**config.mk**
```make
export PLATFORM = sky130hd
export DESIGN_NAME = padcnt_top
export DESIGN_NICKNAME = d
export VERILOG_FILES = /design/src/rtl/padcnt_pkg.sv /design/src/rtl/padcnt_lead.sv /design/src/rtl/padcnt_core.sv /design/src/rtl/padcnt_top.sv
export SDC_FILE = /design/constraint.sdc
export NUM_CORES = 1
export LEC_CHECK = 0
export BUFFER_PORTS_ARGS = -buffer_cell sky130_fd_sc_hd__buf_4
export CAP_MARGIN = 10
export CORE_MARGIN = 2
export CORE_UTILIZATION = 30
export DETAILED_ROUTE_END_ITERATION = 8
export PLACE_DENSITY_LB_ADDON = 0.25
export SLEW_MARGIN = 10
export SYNTH_ARGS = -nofsm -noshare
export SYNTH_HDL_FRONTEND = slang
export SYNTH_SLANG_ARGS = --single-unit
```
**constraint.sdc**
```tcl
create_clock -name clk -period 6.4 [get_ports clk]
set_input_delay 0.96 -clock clk [delete_from_list [all_inputs] [get_ports clk]]
set_output_delay 0.96 -clock clk [all_outputs]
set_load 0.005 [all_outputs]
```
**src/rtl/padcnt_pkg.sv**
```systemverilog
package padcnt_pkg;

  // Counts below this threshold use the fixed small-count table.
  localparam int unsigned SMALL_LIMIT = 20;

  typedef struct packed {
    logic [2:0] odd;   // m, factor = 2m+1
    logic [2:0] adj;   // exponent (table) or exponent offset (rule)
  } code_t;

  // Small-count table, input below SMALL_LIMIT
  function automatic code_t small_code(input logic [4:0] c);
    code_t r;
    if (c < 5'd4)       r = '{odd: 3'd0, adj: 3'd2};
    else if (c < 5'd8)  r = '{odd: 3'd0, adj: 3'd3};
    else if (c < 5'd12) r = '{odd: 3'd1, adj: 3'd2};
    else if (c < 5'd16) r = '{odd: 3'd0, adj: 3'd4};
    else                r = '{odd: 3'd2, adj: 3'd2};
    return r;
  endfunction

  // Top-four-bit pattern decode for the general rule
  function automatic code_t pattern_code(input logic [3:0] p);
    code_t r;
    casez (p)
      4'b1000: r = '{odd: 3'd4, adj: 3'd0};
      4'b1001: r = '{odd: 3'd2, adj: 3'd1};
      4'b101?: r = '{odd: 3'd1, adj: 3'd2};
      4'b110?: r = '{odd: 3'd3, adj: 3'd1};
      default: r = '{odd: 3'd0, adj: 3'd4};
    endcase
    return r;
  endfunction

endpackage

```
**src/rtl/padcnt_lead.sv**
```systemverilog
module padcnt_lead #(
  parameter int W  = 32,
  parameter int PW = $clog2(W)
) (
  input  logic [W-1:0]  value,
  output logic [PW-1:0] pos,
  output logic          found
);
  // Highest set bit wins: later iterations overwrite earlier ones.
  always_comb begin
    pos   = '0;
    found = 1'b0;
    for (int i = 0; i < W; i++) begin
      if (value[i]) begin
        pos   = PW'(i);
        found = 1'b1;
      end
    end
  end
endmodule

```
**src/rtl/padcnt_core.sv**
```systemverilog
module padcnt_core
  import padcnt_pkg::*;
#(
  parameter int CNT_W = 32,
  parameter int SH_W  = $clog2(CNT_W + 1),
  parameter int PAD_W = CNT_W + 1
) (
  input  logic [CNT_W-1:0] count,
  output logic [PAD_W-1:0] padded,
  output logic [2:0]       odd_code,
  output logic [SH_W-1:0]  shift,
  output logic             is_small
);
  localparam int PW = $clog2(CNT_W);

  logic [PW-1:0] lead_pos;
  logic          lead_found;
  logic [PW-1:0] low_bits;
  logic [3:0]    top_pat;
  code_t         sc;
  code_t         pc;

  padcnt_lead #(.W(CNT_W), .PW(PW)) lead_i (
    .value (count),
    .pos   (lead_pos),
    .found (lead_found)
  );

  always_comb begin
    is_small = (count < CNT_W'(SMALL_LIMIT)) || !lead_found;
    low_bits = is_small ? '0 : lead_pos - PW'(3);
    top_pat  = 4'(count >> low_bits);
    sc       = small_code(count[4:0]);
    pc       = pattern_code(top_pat);
    if (is_small) begin
      odd_code = sc.odd;
      shift    = SH_W'(sc.adj);
    end else begin
      odd_code = pc.odd;
      shift    = SH_W'(low_bits) + SH_W'(pc.adj);
    end
    padded = PAD_W'({odd_code, 1'b1}) << shift;
  end
endmodule

```
**src/rtl/padcnt_top.sv**
```systemverilog
module padcnt_top #(
  parameter int CNT_W = 32,
  parameter int SH_W  = $clog2(CNT_W + 1),
  parameter int PAD_W = CNT_W + 1
) (
  input  logic             clk,
  input  logic             rst_n,
  input  logic             req_valid,
  output logic             req_ready,
  input  logic [CNT_W-1:0] req_count,
  output logic             rsp_valid,
  input  logic             rsp_ready,
  output logic [PAD_W-1:0] rsp_padded,
  output logic [2:0]       rsp_odd_code,
  output logic [SH_W-1:0]  rsp_shift
);
  logic             req_fire;
  logic             rsp_fire;
  logic [PAD_W-1:0] core_padded;
  logic [2:0]       core_odd;
  logic [SH_W-1:0]  core_shift;
  logic             core_small;

  padcnt_core #(.CNT_W(CNT_W), .SH_W(SH_W), .PAD_W(PAD_W)) core_i (
    .count    (req_count),
    .padded   (core_padded),
    .odd_code (core_odd),
    .shift    (core_shift),
    .is_small (core_small)
  );

  assign req_ready = !rsp_valid || rsp_ready;
  assign req_fire  = req_valid && req_ready;
  assign rsp_fire  = rsp_valid && rsp_ready;

  always_ff @(posedge clk) begin
    if (!rst_n) begin
      rsp_valid    <= 1'b0;
      rsp_padded   <= '0;
      rsp_odd_code <= '0;
      rsp_shift    <= '0;
    end else begin
      if (req_fire) begin
        rsp_valid    <= 1'b1;
        rsp_padded   <= core_padded;
        rsp_odd_code <= core_odd;
        rsp_shift    <= core_shift;
      end else if (rsp_fire) begin
        rsp_valid <= 1'b0;
      end
    end
  end
endmodule

```
== After elaboration in Yosys (flattened, before gate mapping) ==
Cells that the tools add are included.

* Register bits: 43
* Output and inout port bits: 44
* Input bits: 36

* Shift operators: 2
* Magnitude comparators: 5
* Reductions and logical operators: 7
* Multiplexer cells: 73
* Equality and inequality tests: 4
* $add $sub $neg: 2

{| class="wikitable"
|+ Operators with widths
! kind !! number
|-
| $mux 5 || 32
|-
| $mux 1 || 35
|-
| $shl 4x6->33 || 1
|-
| $lt 32x5->1 const B || 1
|-
| $shr 32x5->4 || 1
|-
| $mux 6 || 4
|-
| $pmux 6 s4 || 1
|-
| $lt 5x4->1 const B || 2
|-
| $eq 4x4->1 const B || 2
|-
| $add 5x3->6 || 1
|-
| $eq 3x3->1 const B || 2
|-
| $lt 5x3->1 const B || 1
|-
| $lt 5x5->1 const B || 1
|-
| $sub 5x2->5 const B || 1
|-
| $mux 3 || 1
|-
| $logic_and 1x1->1 || 2
|-
| $logic_not 1->1 || 2
|-
| $logic_or 1x1->1 || 2
|-
| $reduce_bool 2->1 || 1
|}

== Depth between registers and ports, before layout ==
* Depth after elaboration: 41
* Depth in mapped cells: 30

== By module ==
A second synthesis with hierarchy kept.

* Cell total of the unflattened synthesis: 580
* Area total of the unflattened synthesis: 4282.9 µm²

{| class="wikitable"
|+ Modules (own cells, without submodules)
! module !! times used !! area an instance (µm²) !! cells an instance
|-
| padcnt_core || 1 || 2164.6 || 331
|-
| padcnt_top || 1 || 1760.4 || 187
|-
| padcnt_lead || 1 || 357.8 || 62
|}

== Least setup slack after synthesis ==
Ideal clock, no wire load.

* Kind: input-to-reg
* Start: input req_count[31]
* End: register rsp_padded[28]
* Required time: 6.339 ns
* Setup slack: -0.421 ns
* Arrival time: 6.760 ns
* Library setup time: 0.061 ns
* Stages on the path: 29
* Cells stage by stage: buf_6 > or2_1 > a2111oi_4 > o2111a_1 > a211o_4 > inv_4 > buf_6 > buf_4 > ha_1 > clkbuf_1 > nor4_1 > o221a_2 > a31oi_1 > and2_1 > clkbuf_1 > nor2_1 > a32o_1 > or4_4 > nor2_4 > nor2b_1 > ha_1 > fa_1 > xor2_1 > and2_1 > a31oi_1 > nor2_1 > o22a_1 > a21oi_2 > a32o_1

* Word-level cells in the longest chain between the ends: 10
* Elaborated cells on any way between the ends: 17
* Those cells by class: add/sub (2); order compare (1); eq/ne (4); shift (2); mux (6); reduce/logical (2)

{| class="wikitable"
|+ RTL lines
! item !! RTL line !! source
|-
| start, declared || padcnt_top.sv:10 || <nowiki>input logic [CNT_W-1:0] req_count,</nowiki>
|-
| parallel branches: the longest is 9 deep, another holds $lt 32x5->1 || - ||
|-
| $shl 4x6->33 (*) || padcnt_core.sv:42 || <nowiki>padded = PAD_W'({odd_code, 1'b1}) << shift;</nowiki>
|-
| end signal, assigned || padcnt_top.sv:45 || <nowiki>rsp_padded <= core_padded;</nowiki>
|-
| end, declared || padcnt_top.sv:13 || <nowiki>output logic [PAD_W-1:0] rsp_padded,</nowiki>
|}

Every way passes the cells marked *.
A chain may end at the register's enable or synchronous reset.

== Worst setup path after layout ==
* Start: input req_count[10]
* End: register rsp_padded[3]

* Word-level cells in the longest chain between the ends: 31
* Elaborated cells on any way between the ends: 59
* Those cells by class: add/sub (2); order compare (1); eq/ne (4); shift (2); mux (48); reduce/logical (2)

{| class="wikitable"
|+ RTL lines
! item !! RTL line
|-
| parallel branches: the longest is 30 deep, another holds $mux 5 || -
|-
| $shl 4x6->33 (*) || padcnt_core.sv:42
|}

Marks and branches as above.

==> reports/summary.log <==
INFO  outcome        run_status=finished clean
INFO  die            die_height=121µm
INFO  critical_path  slowest_delay=0.57ns
INFO  sta            fmaxAchievable=163MHz
INFO  global_routing antenna_violations_before_repair=0
INFO  clock_tree     cts-buffers-inserted=5
INFO  die            start_util=30.9%
INFO  layout         num_antenna_cells=0
INFO  detailed_routing via_count=5037
INFO  synthesis      synth_edf_count=0
INFO  sta            slew_headroom=48.7%
INFO  synthesis      synth_nets=582
INFO  clock_tree     clkSlewWorstSetupHoldPaths=0.06ns
INFO  synthesis      cell_count_after_synthesis=541
INFO  layout         final_nets=730
INFO  synthesis      ys_top_cells_by_count=nand2_1, nor2_1, dfxtp_1
INFO  critical_path  required=6.60ns
INFO  global_routing grtUsageMet2=35.7%
INFO  detailed_routing postRouteAntennaNets=0
INFO  sta            worst_pin_slew=0.768ns
INFO  critical_path  critPathSlowestCell=or4_4
INFO  synthesis      synth_top_area_share=20.9%
INFO  min_path       hold_path_class=register to register
INFO  detailed_routing routed_wire_length_per_instance=18.7µm
INFO  die            io_pins=80
INFO  clock_tree     clock_latency=0.28ns
INFO  synthesis      yosysWarnings=0
INFO  sta            rsz0062_at_grt=no
INFO  synthesis      postSynth.topFlopCell=dfxtp_1
INFO  global_routing grt_first_pass_wirelength=25.6mm
INFO  layout         post_route_cells_drive_above_1_share=37.2%
INFO  global_routing grt_start_max_net_pins=26
INFO  clock_tree     clock_tree_from_tritoncts=yes
INFO  power_and_ir_drop static-leakage-power=2.39nW
INFO  clock_tree     cts_hold_buffers=0
INFO  clock_tree     cts-root-to-sink-buffers=2
INFO  place          place_area=5550µm²
INFO  synthesis      async_flop_share=0%
INFO  place          port_buffers=79
INFO  sta            whs=0.450ns
INFO  detailed_routing first_drt_pass_iteration_count=6
INFO  power_and_ir_drop power.ir.vdd_worst=0.116mV
INFO  detailed_routing drt-vias-per-instance=5.82
INFO  synthesis      ys_seq_elements=43
INFO  die            die_width=121µm
INFO  synthesis      synth_top_cells_by_area=dfxtp_1, nand2_1, nor2_1
INFO  place          gp_congestion=0.992
INFO  detailed_routing drc_violations_left=0
INFO  synthesis      post_synth_num_cell_types=92
INFO  layout         stdcell_area=5800µm²
INFO  global_routing overall_global_routing_resource_usage=21.6%
INFO  layout         final.fill_count=1354
INFO  global_routing gr-usage-met3=3.01%
INFO  detailed_routing detailed_route_iter0_violations=446
INFO  place          post-dp-hpwl=12.5mm
INFO  layout         syn_to_final_growth=40.7%
INFO  global_routing met1_demand_to_capacity_share_in_global_routing=29.0%
INFO  die            die-area=14700µm²
INFO  critical_path  endpoint_kind=register
INFO  die            core=13300µm²
INFO  sta            fraction_of_the_cycle_the_final_worst_path_needs=96.0%
INFO  global_routing busiest_layer=met2
INFO  synthesis      synth_seq_area_share=20.9%
INFO  global_routing grt_pass1_vias=4785
INFO  synthesis      synth_area=4120µm²
INFO  detailed_routing routed_wirelength=16.2mm
INFO  synthesis      yosysMostFrequentCell=nand2_1
INFO  sta            finalMaxSlewViolations=0
INFO  die            num_rows=42
INFO  critical_path  crit_arrival=6.34ns
INFO  run            cap_viol_max_count=0
INFO  sta            fin_worst_skew=0.00603ns
INFO  synthesis      synthDominantAreaCellType=dfxtp_1
INFO  global_routing globalRoute.totalOverflow=0
INFO  clock_tree     cts_root_buffer=clkbuf_16
INFO  clock_tree     numClockSinks=43
INFO  power_and_ir_drop power_per_cell_area=225nW/µm²
INFO  critical_path  critPathMaxFanout=13
INFO  sta            fin_crit=6.14ns
INFO  sta            finalHoldViolations=0
INFO  critical_path  crit_path_start_kind=input pin
INFO  critical_path  critical_path_class=input pin to register
INFO  clock_tree     cts.htree.levels=2
INFO  synthesis      syn_area_per_cell=7.62µm²
INFO  sta            setup_viol=0
[through the flow]
step,cells,power [mW],util [%],worst slack [ns],setup TNS (ns)
3_5_place_dp,855,0.993,41.6,-0.0527,-0.0527
6_report,866,1.31,43.5,0.259,0
2_1_floorplan,541,0.684,-,-0.00572,-0.00572
4_1_cts,863,1.28,42.9,0.203,0
5_1_grt,866,1.38,43.5,0.000861,0
3_3_place_gp,855,0.989,41.6,0.0225,0
[power breakdown]
| group | leakage (nW) | switching (mW) | total, mW | internal (mW) |
|---|---|---|---|---|
| sequential | 0.349 | 0.00880 | 0.292 | 0.283 |
| clock | 0.0838 | 0.104 | 0.288 | 0.184 |
| combinational | 1.96 | 0.393 | 0.726 | 0.333 |
| total | 2.39 | 0.506 | 1.31 | 0.800 |
[registers in the layout (all words and copies together), names as in the netlist]
register	cells
rsp_odd_code	3
rsp_shift	6
rsp_padded	33
rsp_valid	1
[cells in the final DEF (no fill, tap or decap), types with 5 or more instances in the layout]
master	n
a211oi_1	9
a21o_1	5
a21oi_1	30
a221oi_1	5
a31oi_1	8
a32o_1	5
and2_1	5
and3_1	5
buf_4	182
clkbuf_16	5
dfxtp_1	43
inv_1	16
mux2_2	8
mux2i_1	12
nand2_1	68
nand2b_1	8
nand3_1	10
nor2_1	52
nor3_1	13
nor4_1	9
o211a_1	6
o211ai_1	5
o21ai_0	17
o21ai_1	13
o221ai_1	5
o31ai_1	9
or3_1	7
xnor2_1	5
[logic make-up after synthesis]
family,synth area share (%)
compound gates,36.3
xor+xnor,1.49
fa+ha+maj,1.70
buf+inv,7.25
flops,20.9
mux,7.34
simple gates,25.1
[worst max-delay path: cells and delay by family]
kind                       cells  cell delay, ns
xor gates and xnor gates       1            0.34
adders and majority gates      3            0.78
and+or+nand+nor                9            1.56
AOI/OAI and AO/OA              8            1.85
buffers and inverters          5            0.84
[layer usage]
layer | part of all wire [%] | wire (µm)
met1 | 43 | 6920
met3 | 8.6 | 1390
met4 | 3.0 | 485
met2 | 46 | 7410
met5 | 0 | 0
[worst paths after layout]
check | startpoint | endpoint | slack (ns) | depth (start not counted)
worst min-delay path | rsp_padded[13] | rsp_padded[13] | 0.45 | 2
worst min register to register | rsp_padded[13] | rsp_padded[13] | 0.45 | 2
worst max-delay path | req_count[10] | rsp_padded[3] | 0.26 | 26
worst max register to register | rsp_valid | rsp_padded[15] | 4.39 | 8
[layout make-up]
type / instances / area (µm²) / area share, %
multi-input cells: 435 / 3070 / 53.0
repair buffers: 184 / 1400 / 24.1
flip-flops and latches: 43 / 861 / 14.8
well taps: 176 / 220 / 3.80
clock buffers: 5 / 125 / 2.16
inverters: 20 / 80.1 / 1.38
clock inverters: 3 / 43.8 / 0.755
[what timing repair did]
| action | CTS | global route |
|---|---|---|
| setup endpoints to repair | 0 | 32 |
| resized for setup | 0 | 15 |
| buffers inserted | 0 | 2 |
No activity file was read; power rests on OpenSTA's default activity.
